**src/rtl/vsg_pkg.sv**
```systemverilog
package vsg_pkg;

  localparam int POL_W    = 2;
  localparam int NUM_PINS = 4;
  localparam int PIN_HS   = 0;
  localparam int PIN_CHS  = 1;
  localparam int PIN_VS   = 2;
  localparam int PIN_HREF = 3;

  typedef enum logic [1:0] {
    SF_IDLE     = 2'd0,
    SF_ARMED    = 2'd1,
    SF_CAP_ODD  = 2'd2,
    SF_CAP_EVEN = 2'd3
  } sf_state_e;

  // invert mask for {vs, chs, hs}; a set bit means the pin idles high
  function automatic logic [2:0] sync_inv_mask(input logic [POL_W-1:0] code);
    logic [2:0] m;
    case (code)
      2'd0:    m = 3'b011;
      2'd1:    m = 3'b111;
      2'd2:    m = 3'b010;
      default: m = 3'b001;
    endcase
    return m;
  endfunction

endpackage

```
**src/rtl/vsg_rst_sync.sv**
```systemverilog
module vsg_rst_sync #(
  parameter int STAGES = 2
) (
  input  logic clk,
  input  logic rst_n_i,
  output logic rst_n_o
);

  logic [STAGES-1:0] sh_q;
  logic [STAGES-1:0] sh_d;

  always_comb begin
    sh_d = {sh_q[STAGES-2:0], 1'b1};
  end

  always_ff @(posedge clk or negedge rst_n_i) begin
    if (!rst_n_i) sh_q <= '0;
    else          sh_q <= sh_d;
  end

  assign rst_n_o = sh_q[STAGES-1];

endmodule

```
**src/rtl/vsg_field_edge.sv**
```systemverilog
module vsg_field_edge (
  input  logic clk,
  input  logic rst_n,
  input  logic raw_vs_i,
  output logic field_start_o
);

  logic vs_q;

  always_ff @(posedge clk or negedge rst_n) begin
    if (!rst_n) vs_q <= 1'b0;
    else        vs_q <= raw_vs_i;
  end

  assign field_start_o = raw_vs_i & ~vs_q;

  AST_EDGE_ONE_CYCLE: assert property (@(posedge clk) disable iff (!rst_n)
    field_start_o |=> !field_start_o);

endmodule

```
**src/rtl/vsg_sf_fsm.sv**
```systemverilog
module vsg_sf_fsm
  import vsg_pkg::*;
(
  input  logic clk,
  input  logic rst_n,
  input  logic set_i,
  input  logic clr_i,
  input  logic drop_i,
  input  logic fs_i,
  input  logic odd_i,
  output logic pass_o,
  output logic pending_o
);

  sf_state_e st_q, st_d;
  logic      req_q, req_d;
  logic      st_en;

  always_comb begin
    st_d = st_q;
    req_d = req_q;
    case (st_q)
      SF_IDLE: begin
        if (set_i && !drop_i) begin
          st_d  = SF_ARMED;
          req_d = 1'b1;
        end
      end
      SF_ARMED: begin
        if (clr_i) begin
          st_d  = SF_IDLE;
          req_d = 1'b0;
        end else if (fs_i && odd_i) begin
          st_d  = SF_CAP_ODD;
        end
      end
      SF_CAP_ODD: begin
        if (clr_i) req_d = 1'b0;
        if (fs_i)  st_d  = SF_CAP_EVEN;
      end
      default: begin
        if (clr_i) req_d = 1'b0;
        if (fs_i) begin
          st_d  = SF_IDLE;
          req_d = 1'b0;
        end
      end
    endcase
  end

  assign st_en = (st_d != st_q) || (req_d != req_q);

  always_ff @(posedge clk or negedge rst_n) begin
    if (!rst_n) begin
      st_q  <= SF_IDLE;
      req_q <= 1'b0;
    end else if (st_en) begin
      st_q  <= st_d;
      req_q <= req_d;
    end
  end

  assign pass_o    = (st_d != SF_ARMED);
  assign pending_o = req_q;

  AST_DROP_IGNORES_SET: assert property (@(posedge clk) disable iff (!rst_n)
    (st_q == SF_IDLE && drop_i) |=> (st_q == SF_IDLE && !req_q));
  AST_WAIT_FOR_ODD: assert property (@(posedge clk) disable iff (!rst_n)
    (st_q == SF_ARMED && !clr_i && !(fs_i && odd_i)) |=> (st_q == SF_ARMED));
  AST_END_OF_FRAME: assert property (@(posedge clk) disable iff (!rst_n)
    (st_q == SF_CAP_EVEN && fs_i) |=> (st_q == SF_IDLE && !req_q));
  AST_CLEAR_KEEPS_FRAME: assert property (@(posedge clk) disable iff (!rst_n)
    (st_q == SF_CAP_ODD && clr_i && !fs_i) |=> (st_q == SF_CAP_ODD && !req_q));

endmodule

```
**src/rtl/vsg_pin_reg.sv**
```systemverilog
module vsg_pin_reg #(
  parameter int N = 4
) (
  input  logic         clk,
  input  logic         rst_n,
  input  logic [N-1:0] act_i,
  input  logic [N-1:0] inv_i,
  output logic [N-1:0] pin_o
);

  for (genvar g = 0; g < N; g++) begin : g_pin
    logic d, q;
    always_comb d = act_i[g] ^ inv_i[g];
    always_ff @(posedge clk or negedge rst_n) begin
      if (!rst_n) q <= 1'b0;
      else        q <= d;
    end
    assign pin_o[g] = q;
  end

endmodule

```
**src/rtl/video_sync_gate.sv**
```systemverilog
module video_sync_gate
  import vsg_pkg::*;
#(
  parameter int RST_STAGES = 2
) (
  input  logic             clk,
  input  logic             rst_n,
  input  logic             raw_hsync,
  input  logic             raw_csync,
  input  logic             raw_vsync,
  input  logic             raw_line_valid,
  input  logic             raw_odd_field,
  input  logic [POL_W-1:0] cfg_sync_pol,
  input  logic             cfg_vs_frame,
  input  logic             cfg_chs_composite,
  input  logic             cfg_href_invert,
  input  logic             cfg_field_drop,
  input  logic             snap_set,
  input  logic             snap_clear,
  output logic             hsync_o,
  output logic             chsync_o,
  output logic             vsync_o,
  output logic             href_o,
  output logic             snap_pending_o
);

  logic                rst_n_s;
  logic                field_start;
  logic                gate_pass;
  logic [2:0]          sync_inv;
  logic [NUM_PINS-1:0] act;
  logic [NUM_PINS-1:0] inv;
  logic [NUM_PINS-1:0] pins;

  vsg_rst_sync #(.STAGES(RST_STAGES)) u_rst (
    .clk     (clk),
    .rst_n_i (rst_n),
    .rst_n_o (rst_n_s)
  );

  vsg_field_edge u_edge (
    .clk           (clk),
    .rst_n         (rst_n_s),
    .raw_vs_i      (raw_vsync),
    .field_start_o (field_start)
  );

  vsg_sf_fsm u_fsm (
    .clk       (clk),
    .rst_n     (rst_n_s),
    .set_i     (snap_set),
    .clr_i     (snap_clear),
    .drop_i    (cfg_field_drop),
    .fs_i      (field_start),
    .odd_i     (raw_odd_field),
    .pass_o    (gate_pass),
    .pending_o (snap_pending_o)
  );

  always_comb begin
    sync_inv      = sync_inv_mask(cfg_sync_pol);
    act           = '0;
    act[PIN_HS]   = raw_hsync;
    act[PIN_CHS]  = cfg_chs_composite ? raw_csync : raw_hsync;
    act[PIN_VS]   = raw_vsync & (cfg_vs_frame ? raw_odd_field : 1'b1);
    act[PIN_HREF] = raw_line_valid & gate_pass;
    inv           = '0;
    inv[PIN_HS]   = sync_inv[0];
    inv[PIN_CHS]  = sync_inv[1];
    inv[PIN_VS]   = sync_inv[2];
    inv[PIN_HREF] = cfg_href_invert;
  end

  vsg_pin_reg #(.N(NUM_PINS)) u_pins (
    .clk   (clk),
    .rst_n (rst_n_s),
    .act_i (act),
    .inv_i (inv),
    .pin_o (pins)
  );

  assign hsync_o  = pins[PIN_HS];
  assign chsync_o = pins[PIN_CHS];
  assign vsync_o  = pins[PIN_VS];
  assign href_o   = pins[PIN_HREF];

  AST_RESET_QUIET: assert property (@(posedge clk)
    !rst_n_s |-> !(hsync_o | chsync_o | vsync_o | href_o | snap_pending_o));
  AST_ARMED_BLOCKS_HREF: assert property (@(posedge clk) disable iff (!rst_n_s)
    (!gate_pass && !cfg_href_invert) |=> !href_o);
  AST_EVEN_NO_VS: assert property (@(posedge clk) disable iff (!rst_n_s)
    (cfg_vs_frame && !raw_odd_field && cfg_sync_pol == 2'd1) |=> vsync_o);
  AST_HS_ONE_CLOCK: assert property (@(posedge clk) disable iff (!rst_n_s)
    (raw_hsync && cfg_sync_pol == 2'd2) |=> hsync_o);

endmodule

```
**config.mk**
```make
export PLATFORM = sky130hd
export DESIGN_NAME = video_sync_gate
export DESIGN_NICKNAME = d
export VERILOG_FILES = /design/src/rtl/vsg_pkg.sv /design/src/rtl/vsg_rst_sync.sv /design/src/rtl/vsg_field_edge.sv /design/src/rtl/vsg_sf_fsm.sv /design/src/rtl/vsg_pin_reg.sv /design/src/rtl/video_sync_gate.sv
export SDC_FILE = /design/constraint.sdc
export NUM_CORES = 1
export LEC_CHECK = 0
export ABC_AREA = 1
export CORE_UTILIZATION = 40
export CTS_BUF_LIST = sky130_fd_sc_hd__clkbuf_2 sky130_fd_sc_hd__clkbuf_4 sky130_fd_sc_hd__clkbuf_8
export CTS_CLUSTER_DIAMETER = 60
export DETAILED_ROUTE_END_ITERATION = 7
export GPL_ROUTABILITY_DRIVEN = 0
export PLACE_DENSITY = 0.78
export REMOVE_ABC_BUFFERS = 1
export SLEW_MARGIN = 0
export SYNTH_ARGS = -nofsm -noshare
export SYNTH_HDL_FRONTEND = slang
export SYNTH_SLANG_ARGS = --single-unit
```
**constraint.sdc**
```tcl
create_clock -name clk -period 0.8 [get_ports clk]
set_input_delay 0.2 -clock clk [delete_from_list [all_inputs] [get_ports clk]]
set_output_delay 0.2 -clock clk [all_outputs]
set_load 0.01 [all_outputs]
```
==> key figures, run 1 <==
Synth
  • Distinct cells, synth: 13
  • Commonest register cell after synthesis: dfrtp_1
  • Mapped Area: 554 um2
  • Syn avg cell area: 8.15 um2
  • Commonest cells post-synth: 16 x nand2_1, 12 x inv_1, 10 x dfrtp_1, 6 x nand3_1
  • Number of synthesized flops with an enable pin: 0
  • Synth warn: 0
  • Yosys reg bits: 10
  • Area contributors post-synth: dfrtp_1 45%, nand2_1 11%, ha_1 9.0%
  • Synth area leader: dfrtp_1
  • Most numerous cell in the Yosys netlist: nand2_1
  • Share of the synthesized area in the top cell type: 45.1%
  • Cells after Synth: 68
  • Ys async rst share: 100%
  • Seq/Total Area, Yosys: 45.1%

Timing
  • Hold_ws: 0.108 ns
  • Final hold vios: 0
  • Final Skew: 0.00442 ns
  • Minimum clock period: 1.44 ns
  • RSZ-0062 raised after global routing: yes
  • Setup Viol. Count Final: 9
  • Period utilization: 180%
  • Worst setup margin: -0.640 ns
  • Fin. max-slew vios: 0
  • Setup TNS: -3.13 ns
  • Fmax: 695 MHz

Global routing
  • First-pass GRT wire length: 2.27 mm
  • Global-route usage over all layers: 23.5%
  • GRT overflow: 0
  • Largest net degree at the start of global routing: 9
  • Vias in the first global route: 573
  • Initial antenna violation count: 0

Drt
  • Routed Antenna Nets: 0
  • Routed len/inst: 12.3 um
  • Post-Route WL: 1.46 mm
  • Drc violations: 0
  • Via count: 581
  • Router iterations before antenna repair: 4
  • Iteration-0 DRC Markers: 13
  • Via density: 4.88

Pwr
  • VDD IR-drop max: 1550 uV
  • Power, Total: 2.62 mW
  • Power Density: 2770 nW/um2
  • LEAKAGE: 0.503 nW

Setup path
  • Maximum fanout along the worst path: 3
  • CP most frequent cell: nand2_1
  • CP max stage delay: 0.42 ns
  • CP Class: flop to flop
  • Crit path capture type: flop
  • Critical Path Start Type: flop
  • Worst-path cell chain: inv_2, ha_4, nand2_1, inv_1, a21oi_2, nand2_1, a21oi_2, nand2_2, nand2_1, nand2_1, nand2_1
  • Delay-heaviest family, CP: flip-flops
  • CP bufs+invs: 2
  • Crit path DAT: 1.63 ns
  • Reg2reg setup slack: -0.64 ns
  • Slowest library cell on the worst path: dfrtp_1
  • CP required: 0.99 ns

Finish
  • Final instance area: 945 um2
  • Area Overhead vs Synth: 70.4%
  • Layout Nets: 125
  • Share of layout cells above drive strength 1: 48.1%
  • Post-layout util: 72.6%
  • # diodes: 0

Die
  • Die span in y: 39.2 um
  • Core Footprint: 1300 um2
  • Die W: 39.2 um
  • Die area: 1540 um2
  • Number of core rows: 13
  • Top Ports: 20
  • Starting Density: 42.6%

Outcome
  • Outcome: complete, but fails checks
  • Failing checks: negative setup slack

CTS
  • CTS tree: built
  • CTS Buf Count: 3
  • Htree depth: 1
  • CTS root buf: clkbuf_4
  • Clock insertion delay at the later pin of the skew report: 0.25 ns
  • CTS sink count: 10
  • Hold_buf cts: 0
  • Clock tree buffer depth: 2
  • CTS clock-pin slew for the worst setup and hold paths: 0.06 ns

Placement
  • Cell Area, Placed: 831 um2
  • Dpl hpwl: 992 um
  • I/O Buffers: 19

Worst hold path
  • Hold WC Path Type: primary input to async pin

Run
  • Max-capacitance violation count: 0
## cell families (layout without fill, tap and decap cells)
kind of cell	Yosys count	in the layout	synth area share [%]
and+or+nand+nor	29	29	22.8
adders and majority gates	4	4	9.03
buffers and inverters	14	50	9.48
xor gates and xnor gates	3	3	4.74
DFF	10	10	45.1
other	1	1	0.677
AOI/OAI and AO/OA	7	7	8.13
## layout by cell type (no fill, tap or decap)
master           instances
inv_2                    9
xor2_1                   3
nand3_2                  3
nor2_2                   1
dlymetal6s2s_1           2
a31oi_1                  2
dlygate4sd2_1            4
conb_1                   1
nand2_2                  6
dfrtp_1                 10
buf_4                   11
nand2_1                 14
ha_4                     2
a21oi_2                  2
nand3_1                  3
buf_2                    5
buf_6                    3
nor2_4                   1
inv_1                    5
nor2_1                   1
clkbuf_4                 3
ha_2                     2
o21ai_0                  1
clkdlybuf4s50_1          8
o21ai_2                  2
## worst reg2reg max path: cells and delay by family, from the launching register on
family	cells	cell delay (ns)
flip-flops	1	0.42
AO/OA/AOI/OAI	2	0.30
AND/OR/NAND/NOR	6	0.37
buffers and inverters	2	0.13
adder cells (fa/ha/maj)	1	0.16
## layer usage
metal	global-route usage, %	vias up	share of wire [%]
met5	0	-	0
li1	-	284	-
met2	47.5	25	59
met4	13.8	0	1.7
met3	4.05	4	5.2
met1	20.6	268	34
## final timing paths
path | depth (start not counted) | end | from
worst min register to register | 0 | u_pins.g_pin[0].q | u_rst.sh_q[1]
worst max register to register | 11 | u_pins.g_pin[3].q | u_fsm.st_q[0]
max in group asynchronous | 0 | u_fsm.st_q[0] | u_rst.sh_q[1]
worst max-delay path | 11 | u_pins.g_pin[3].q | u_fsm.st_q[0]
worst min-delay path | 1 | u_rst.sh_q[1] | rst_n
min in group clk | 3 | u_pins.g_pin[1].q | cfg_chs_composite
## layout make-up
class                           count  area [um2]
Inverter                           14        52.6
Clock buffer                        3        22.5
Sequential cell                    10         250
Fill cell                         109         357
Tap cell                           15        18.8
Multi-Input combinational cell     44         319
Timing Repair Buffer               33         282
## registers in the layout, indices dropped and copies added (netlist names)
name	count
u_pins.g_pin.q	4
u_fsm.pending_o	1
u_rst.sh_q	2
u_edge.vs_q	1
u_fsm.st_q	2
## power breakdown
group / internal, mW / switching (mW) / leakage, nW
combinational: 0.838 / 0.763 / 0.370
sequential: 0.622 / 0.0736 / 0.120
clock: 0.172 / 0.147 / 0.0138
## per-stage QoR
stage          setup slack (ns)  std cells
6_report                 -0.640        119
5_1_grt                  -0.704        119
2_1_floorplan            -0.553         68
4_1_cts                  -0.615        117
3_3_place_gp             -0.609        111
3_5_place_dp             -0.648        111
## timing repair
| item | 4_1_cts | 5_1_grt |
|---|---|---|
| gates resized for setup | 45 | 9 |
| pin swaps | 13 | 10 |
| endpoints found under the setup margin | 12 | 11 |
| setup buffers | 3 | 2 |
Note: power is estimated with default switching activity, not from simulation.
==> run 2: changes to the inputs <==
- TNS_END_PERCENT: default -> 1
==> key figures, run 2 (same netlist as run 1, synthesis figures left out) <==
Setup path
  • Critical Path Start Type: flop
  • Slowest library cell on the worst path: dfrtp_1
  • CP max stage delay: 0.42 ns
  • Reg2reg setup slack: -0.64 ns
  • Delay-heaviest family, CP: flip-flops
  • Worst-path cell chain: inv_2, ha_4, nand2_1, inv_1, a21oi_2, nand2_1, a21oi_2, nand2_2, nand2_1, nand2_1, nand2_1
  • Crit path DAT: 1.62 ns
  • Crit path capture type: flop
  • CP Class: flop to flop
  • Maximum fanout along the worst path: 3
  • CP most frequent cell: nand2_1
  • CP bufs+invs: 2
  • CP required: 0.99 ns

Pwr
  • Power Density: 2780 nW/um2
  • LEAKAGE: 0.487 nW
  • VDD IR-drop max: 1400 uV

Finish
  • Max reg flops: 4
  • Layout Nets: 124
  • Filler Cells Inserted: 107
  • Area Overhead vs Synth: 67.7%
  • Registers with the most flip-flops: u_pins.g_pin.q x4, u_fsm.st_q x2, u_rst.sh_q x2
  • Share of layout cells above drive strength 1: 44.7%
  • Post-layout util: 71.4%
  • Post-Layout Cell Count: 118
  • # diodes: 0
  • Commonest cells after routing, fill and taps aside: 14 x nand2_1, 11 x clkdlybuf4s50_1, 11 x buf_4
  • Reg area: 250 um2
  • Largest reg by FF count: u_pins.g_pin.q
  • Most common cell after layout, fill and taps aside: nand2_1
  • Multi-input logic area: 315 um2

Timing
  • Worst setup margin: -0.636 ns
  • Fmax: 697 MHz
  • Final hold vios: 0
  • Setup Viol. Count Final: 12
  • Period utilization: 179%
  • Final Skew: 0.00544 ns
  • Minimum clock period: 1.44 ns
  • Hold_ws: 0.108 ns
  • RSZ-0062 raised after global routing: yes
  • Fin. max-slew vios: 0

Die
  • Die area: 1540 um2
  • Starting Density: 42.6%
  • Number of core rows: 13
  • Die W: 39.2 um
  • Core Footprint: 1300 um2
  • Die span in y: 39.2 um
  • Top Ports: 20

Drt
  • Iteration-0 DRC Markers: 6
  • Via density: 4.75
  • Routed Antenna Nets: 0
  • Router iterations before antenna repair: 3
  • Post-Route WL: 1.39 mm
  • Drc violations: 0
  • Via count: 561
  • Routed len/inst: 11.8 um

Placement
  • Cell total after placement: 111
  • Dpl hpwl: 992 um
  • I/O Buffers: 19

Outcome
  • Outcome: complete, but fails checks
  • Failing checks: negative setup slack

CTS
  • CTS tree: built
  • Htree depth: 1
  • CTS sink count: 10
  • CTS clock-pin slew for the worst setup and hold paths: 0.05 ns
  • Clock tree buffer depth: 2
  • Clock insertion delay at the later pin of the skew report: 0.25 ns
  • Hold_buf cts: 0
  • CTS Buf Count: 3
  • CTS root buf: clkbuf_4

Global routing
  • GRT overflow: 0
  • Global-route usage over all layers: 22.4%
  • First-pass GRT wire length: 2.18 mm
  • Initial antenna violation count: 0
  • Vias in the first global route: 567
  • Largest net degree at the start of global routing: 9

Run
  • Max-capacitance violation count: 0

Worst hold path
  • Hold WC Path Type: primary input to async pin
run 2: stage by stage:
stage / cell area [um2] / setup TNS, ns / total power [mW] / setup WS (ns)
after CTS: 890 / -2.92 / 2.42 / -0.615
after detailed placement: 831 / -4.47 / 1.86 / -0.648
after floorplan: 554 / -1.50 / 1.28 / -0.553
final: 930 / -3.00 / 2.58 / -0.636
after global routing: 930 / -3.39 / 2.78 / -0.673
after global placement: 831 / -4.28 / 1.80 / -0.609
run 2: report_power, final:
part	internal (mW)	switching (mW)
Combinational	0.822	0.748
Sequential	0.622	0.0752
Clock	0.172	0.144
Total	1.62	0.968
run 2: worst paths after layout:
kind                       cells past startpoint            start                end
max                                           11    u_fsm.st_q[0]  u_pins.g_pin[3].q
min                                            1            rst_n      u_rst.sh_q[1]
max reg2reg                                   11    u_fsm.st_q[0]  u_pins.g_pin[3].q
min reg2reg                                    0    u_rst.sh_q[1]  u_pins.g_pin[0].q
max in group asynchronous                      0    u_rst.sh_q[1]      u_fsm.st_q[0]
min in group clk                               3  cfg_sync_pol[1]  u_pins.g_pin[1].q
run 2: layer usage:
layer  share of wire (%)  up-vias  track usage [%]  wire length [um]
met1                  38      262             19.9               524
li1                    -      280                -                 -
met4                 2.1        0             16.4                29
met2                  57       15             43.3               789
met3                 3.7        4             4.05                51
met5                   0        -                0                 0
run 2: what timing repair did:
item                                    in CTS  in global routing
pin swaps                                   10                  9
buffers inserted                             2                  2
gates resized for setup                     39                  8
endpoints found under the setup margin      12                 12
gates cloned                                 0                  0
run 2: worst register-to-register path, cell delays in order (launching register included):
cell and delay, ns:
dfrtp_1 0.42, inv_2 0.09, ha_4 0.16, nand2_1 0.05, inv_1 0.04, a21oi_2 0.12, nand2_1 0.07, a21oi_2 0.18
nand2_2 0.09, nand2_1 0.06, nand2_1 0.05, nand2_1 0.06
run 2: final cells by class:
type                    instances  area share (%)
repair buffers                 32            29.1
multi-input cells              44            33.9
inverters                      14            5.65
clock buffers                   3            2.42
flip-flops and latches         10            26.9
well taps                      15            2.02
==> run 3: changes to the inputs <==
- CORE_MARGIN: default -> 10
- CTS_CLUSTER_DIAMETER: 60 -> 80
==> key figures, run 3 (same netlist as run 1, synthesis figures left out) <==
Drt
  • Via count: 525
  • Via density: 4.53
  • Drc violations: 0
  • Post-Route WL: 1.28 mm
  • Router iterations before antenna repair: 3
  • Routed Antenna Nets: 0
  • Iteration-0 DRC Markers: 5
  • Routed len/inst: 11.1 um

Global routing
  • Largest net degree at the start of global routing: 9
  • Vias in the first global route: 530
  • Initial antenna violation count: 0
  • GRT met2 Usage: 13.6%
  • Global-route usage over all layers: 8.14%
  • First-pass GRT wire length: 2.21 mm
  • Grt met1 use: 8.34%
  • GRT overflow: 0
  • Grt met3 use: 4.20%
  • Busiest grt layer: met2

Die
  • Die W: 57.2 um
  • Die area: 3270 um2
  • Core Footprint: 1300 um2
  • Number of core rows: 13
  • Die span in y: 57.2 um
  • Top Ports: 20
  • Starting Density: 42.6%

Finish
  • Filler Cells Inserted: 117
  • Max reg flops: 4
  • Layout Nets: 121
  • Most common cell after layout, fill and taps aside: nand2_1
  • # diodes: 0
  • Commonest cells after routing, fill and taps aside: 15 x nand2_1, 13 x clkdlybuf4s50_1, 10 x dfrtp_1
  • Share of layout cells above drive strength 1: 39.6%
  • Largest reg by FF count: u_pins.g_pin.q
  • Registers with the most flip-flops: u_pins.g_pin.q x4, u_fsm.st_q x2, u_rst.sh_q x2
  • Area Overhead vs Synth: 65.0%

CTS
  • CTS Buf Count: 3
  • CTS tree: built
  • CTS sink count: 10
  • CTS root buf: clkbuf_4
  • Htree depth: 1
  • Hold_buf cts: 0
  • CTS clock-pin slew for the worst setup and hold paths: 0.06 ns
  • Clock insertion delay at the later pin of the skew report: 0.26 ns
  • Clock tree buffer depth: 2

Timing
  • RSZ-0062 raised after global routing: yes
  • Period utilization: 173%
  • Worst setup margin: -0.581 ns
  • Minimum clock period: 1.38 ns
  • Setup Viol. Count Final: 9
  • Final Skew: 0.000965 ns
  • Fin. max-slew vios: 0
  • Final hold vios: 0
  • Fmax: 724 MHz

Pwr
  • Power Density: 2720 nW/um2
  • VDD IR-drop max: 1490 uV
  • LEAKAGE: 0.466 nW
  • Power, Total: 2.49 mW

Placement
  • Dpl hpwl: 1.06 mm
  • Setup WS pre-CTS: -0.627 ns
  • I/O Buffers: 19

Setup path
  • Crit path DAT: 1.54 ns
  • CP required: 0.96 ns
  • Critical Path Start Type: flop
  • Maximum fanout along the worst path: 3
  • CP Class: flop to flop
  • Crit path capture type: flop

Outcome
  • Failing checks: negative setup slack
  • Outcome: complete, but fails checks

Run
  • Max-capacitance violation count: 0

Worst hold path
  • Hold WC Path Type: primary input to async pin
-- run 3: cell types whose count changed in the layout (fill, tap and decap cells not counted), sizes merged --
cell,change
clkbuf,+1
dlymetal6s2s,-1
clkdlybuf4s50,+2
buf,-3
dlygate4sd2,-1
-- run 3: layout make-up --
type | count | area, um2 | share of cell area (%)
Tap cell | 15 | 18.8 | 2.05
Clock buffer | 4 | 36.3 | 3.97
Multi-Input combinational cell | 44 | 295 | 32.3
Inverter | 14 | 52.6 | 5.75
Timing Repair Buffer | 29 | 262 | 28.6
Sequential cell | 10 | 250 | 27.4
-- run 3: worst paths after layout --
check / start / depth (start not counted) / slack (ns) / end
min reg2reg: u_rst.sh_q[1] / 0 / 0.13 / u_pins.g_pin[1].q
max reg2reg: u_fsm.st_q[0] / 10 / -0.58 / u_pins.g_pin[3].q
max: u_fsm.st_q[0] / 10 / -0.58 / u_pins.g_pin[3].q
min in group clk: raw_vsync / 2 / 0.33 / u_edge.vs_q
min: rst_n / 1 / 0.09 / u_rst.sh_q[0]
max in group asynchronous: u_rst.sh_q[1] / 0 / 0.43 / u_fsm.st_q[0]
-- run 3: what timing repair did --
item,in CTS,in global routing
endpoints found under the setup margin,12,12
gates resized for setup,35,7
setup buffers,1,0
pin swaps,6,5
-- run 3: power breakdown --
group | switching (mW) | internal [mW] | leakage (nW)
combinational | 0.644 | 0.704 | 0.326
sequential | 0.0728 | 0.622 | 0.120
clock | 0.171 | 0.276 | 0.0210
total | 0.888 | 1.60 | 0.466
-- run 3: critical path, stage by stage, from the launching register on --
cell,delay (ns)
dfrtp_1,0.40
inv_2,0.08
ha_4,0.17
nand2_2,0.05
inv_2,0.03
a21oi_2,0.11
nand2_1,0.08
a21oi_2,0.17
nand2_2,0.08
nand3_2,0.06
nand2_1,0.05
-- run 3: per-stage QoR --
step	hold slack (ns)	setup TNS (ns)	util (%)	cells	area, um2
final	0.0910	-2.83	70.3	116	915
after detailed placement	0.148	-4.52	63.8	111	831
after CTS	0.0888	-2.90	68.5	116	891
after global placement	0.138	-4.37	63.8	111	831
after global routing	0.0887	-3.39	70.3	116	915
after floorplan	-0.0956	-1.50	-	68	554
-- run 3: per-layer routing --
layer / share of wire (%) / routed length [um]
met4: 1.5 / 19
met3: 9.3 / 119
met2: 47 / 598
met5: 0 / 0
met1: 43 / 546
